<file path="config.mk">
export PLATFORM = sky130hd
export DESIGN_NAME = eee_lpi_tx_ctrl
export DESIGN_NICKNAME = d
export VERILOG_FILES = /design/src/rtl/eee_lpi_tx_ctrl.sv
export SDC_FILE = /design/constraint.sdc
export NUM_CORES = 1
export LEC_CHECK = 0
export ABC_CLOCK_PERIOD_IN_PS = 2900
export BUFFER_PORTS_ARGS = -buffer_cell sky130_fd_sc_hd__buf_2
export CORE_UTILIZATION = 33
export DETAILED_ROUTE_END_ITERATION = 10
export GPL_ROUTABILITY_DRIVEN = 0
export HOLD_SLACK_MARGIN = 0.03
export PLACE_DENSITY = 0.81
export SETUP_SLACK_MARGIN = 0.5
export SYNTH_ARGS = -nofsm -noshare
export SYNTH_HDL_FRONTEND = slang
export SYNTH_SLANG_ARGS = --single-unit
</file>
<file path="constraint.sdc">
create_clock -name clk -period 2.9 [get_ports clk]
set_clock_uncertainty 0.15 [all_clocks]
set_input_delay 0.435 -clock clk [delete_from_list [all_inputs] [get_ports clk]]
set_output_delay 0.435 -clock clk [all_outputs]
set_load 0.02 [all_outputs]
</file>
<file path="src/rtl/eee_lpi_tx_ctrl.sv">
module eee_lpi_tx_ctrl (
  input  logic        clk,
  input  logic        rst_n,
  input  logic        reg_wr_en,
  input  logic [31:0] reg_wr_data,
  input  logic        reg_rd_en,
  output logic [31:0] reg_rd_data,
  input  logic        tx_busy,
  input  logic        tx_frame_req,
  input  logic        tx_fifo_flush,
  input  logic        rx_lpi_active,
  input  logic        rx_link_up,
  output logic        lpi_assert,
  output logic        ls_trigger,
  output logic        irq
);
  localparam int BIT_AUTO = 19;
  localparam int BIT_LSQ  = 18;
  localparam int BIT_PLS  = 17;
  localparam int BIT_EN   = 16;

  logic       auto_mode, ls_qual, pls, lpi_en;
  logic       tx_lpi, rx_lpi_q;
  logic [3:0] flags;
  logic       enter, leave, hw_clr;
  logic [3:0] events;

  assign hw_clr = tx_lpi & (tx_fifo_flush | (auto_mode & tx_frame_req));
  assign leave  = tx_lpi & (hw_clr | ~lpi_en);
  assign enter  = ~tx_lpi & lpi_en & ~tx_fifo_flush &
                  (~auto_mode | (~tx_busy & ~tx_frame_req));

  assign events = {~rx_lpi_active & rx_lpi_q, rx_lpi_active & ~rx_lpi_q, leave, enter};

  always_ff @(posedge clk) begin
    if (!rst_n) begin
      auto_mode <= 1'b0;
      ls_qual   <= 1'b0;
      pls       <= 1'b0;
      lpi_en    <= 1'b0;
    end else begin
      if (reg_wr_en) begin
        auto_mode <= reg_wr_data[BIT_AUTO];
        ls_qual   <= reg_wr_data[BIT_LSQ];
        pls       <= reg_wr_data[BIT_PLS];
        lpi_en    <= reg_wr_data[BIT_EN];
      end
      if (hw_clr) lpi_en <= 1'b0;
    end
  end

  always_ff @(posedge clk) begin
    if (!rst_n) begin
      tx_lpi   <= 1'b0;
      rx_lpi_q <= 1'b0;
      flags    <= '0;
    end else begin
      if (enter)      tx_lpi <= 1'b1;
      else if (leave) tx_lpi <= 1'b0;
      rx_lpi_q <= rx_lpi_active;
      flags    <= events | (flags & {4{~reg_rd_en}});
    end
  end

  assign reg_rd_data = {12'd0, auto_mode, ls_qual, pls, lpi_en,
                        6'd0, rx_lpi_q, tx_lpi, 4'd0, flags};
  assign lpi_assert  = tx_lpi;
  assign ls_trigger  = pls & (~ls_qual | rx_link_up);
  assign irq         = |flags;
endmodule


</file>
==> impl_metrics.toml <==
[routing]
drc = 0
routedLengthMet1_um = 389
drt_iter0_drc = 4
dr_wl_met2_um = 467
ant_nets = 0
wl_per_cell_um = 8.09
top_layer = "met3"
met3_length_um = 90
drt_wl_total_um = 947
drtPass1Iterations = 4
num_vias = 463
viasPerCell = 3.96

[pwr]
cellLeakagePower_nw = 0.375
irDropWorstVdd_mv = 0.352
p_per_area_nw_per_um2 = 506

[timing]
final_hold_viol_count = 0
fin_crit_sh = 0.633
period_minus_slack_ns = 1.84
tns_ns = 0
slew_violations = 0
finalSetupViolations = 0
rsz0062_at_grt = "false"
fmax_ghz = 0.545

[worst_hold_path]
hold_class = "in2reg"
min_from = "rx_lpi_active"

[synthesis]
yosysTopAreaCellShare = 0.334
synthTopCellsByArea = "buf_4 33%, dfxtp_1 32%, nor2b_1 5.0%, mux2i_1 4.8%, o21ai_0 2.4%"
netlist_area_sq_um = 629
synth_flop_cell = "dfxtp_1"
syn_avg_cell_area_sq_um = 8.74
yosysTopAreaCell = "buf_4"
ys_ff_latch = 10
synthArstFlopShare = 0
synth_edf_count = 0
ys_warn_count = 0
synth_cell_types = 23
yosysSeqAreaShare = 0.318
syn_inst = 72

[die]
die_w_um = 45.7
ios = 76
initial_utilization = 0.357
num_rows = 15
die_h_um = 45.7
dieArea_sq_um = 2090
core_area_sq_um = 1760

[clock_network]
cts_setup_buffers = 0
cts_buffer_depth = 2
clk_latency_ns = 0.26
ctsHoldBuffers = 0
clock-sinks = 10
clkTransAtPathRegs_ns = 0.06
ctsResizeCount = 0
cts-root-buf = "clkbuf_4"
htreeDepth = 1
cts_tree = "done"
cts_buffers = 3

[setup_path]
critPathLaunch = "flags[0]"
end_kind = "output port"
required_ns = 2.32
critical_path_arrival_ns = 1.25
crit_fanout = 3
worst-setup-path-type = "reg2out"
worstSetupStartpointType = "flop"
rr_startpoint = "lpi_en"

[run_status]
outcome = "finished clean"

[cells_and_area]
final_cell_mix = "25 x buf_2, 22 x conb_1, 10 x dfxtp_1, 5 x nor2b_1"
drive_gt1_frac = 0.315
utilization = 0.386
fill_cells = 201
layout_commonest_cell = "buf_2"
diodes = 0
finalNetCount = 134
multiInputGateArea_sq_um = 277
area_growth_syn_to_layout_pct = 8.15
regArea_sq_um = 200

[global_route]
grt-ovfl-total = 0
grt_pass1_vias = 352
track_usage = 0.0946
antenna_found_initial = 0
grt_pass1_wl_um = 1380
grt_max_degree = 13

[placed_design]
dp.final_hpwl_um = 801
io_buffer_count = 25

[flow_run]
max_cap_viol_count = 0
[cell usage after synthesis (all sizes together), types with 2 or more instances]
cell type	instances
inv	3
and2	2
buf	29
nor2b	5
o21ai	3
nand2b	2
dfxtp	10
a21oi	2
mux2i	3
[metal layers]
metal,vias to the layer above,track usage
li1,228,-
met1,201,0.0990
met2,34,0.160
met3,0,0.0595
met4,0,0.0182
met5,-,0
[flip-flops by register name (all words and copies together), names as in the netlist]
name and count:
lpi_assert 1, pls 1, rx_lpi_q 1, ls_qual 1, lpi_en 1, auto_mode 1, flags 4
[cell type report]
cell class / count / share of cell area
Tap cell: 25 / 0.0460
Inverter: 3 / 0.0165
Timing Repair Buffer: 25 / 0.184
Clock buffer: 4 / 0.0533
Multi-Input combinational cell: 50 / 0.406
Sequential cell: 10 / 0.294
[critical path, cell delays in order (launching register included)]
cell     delay, ns
dfxtp_1       0.33
or4_1         0.50
buf_2         0.17
[where the power goes]
group | switching, mW | internal [mW] | leakage (nW) | total, mW
Sequential | 0.00566 | 0.144 | 0.0822 | 0.150
Combinational | 0.0529 | 0.0224 | 0.272 | 0.0753
Clock | 0.0431 | 0.0760 | 0.0210 | 0.119
Total | 0.102 | 0.243 | 0.375 | 0.344
[cell families after synthesis]
kind of cell | Yosys count | synth area share
and+or+nand+nor | 14 | 0.143
muxes | 3 | 0.0477
AOI/OAI and AO/OA | 11 | 0.117
buffers and inverters | 33 | 0.368
other | 1 | 0.00596
DFF | 10 | 0.318
[path summary, 6_finish.rpt]
path	end	slack [ns]	cells after the start
setup reg to reg	flags[0]	1.86	3
hold / removal	rx_lpi_q	0.27	2
setup / recovery	irq	1.06	2
hold reg to reg	flags[1]	0.34	2
[per-stage QoR]
step	instances	worst slack, ns	power, mW	cell area [sq um]	hold WS [ns]
floorplan	93	1.30	0.237	708	0.350
global placement	113	1.36	0.227	644	0.325
detailed placement	113	1.33	0.229	644	0.336
CTS	117	1.05	0.351	681	0.265
global route	117	1.01	0.367	681	0.281
finish	117	1.06	0.344	681	0.271
Note: power is estimated with default switching activity, not from simulation.
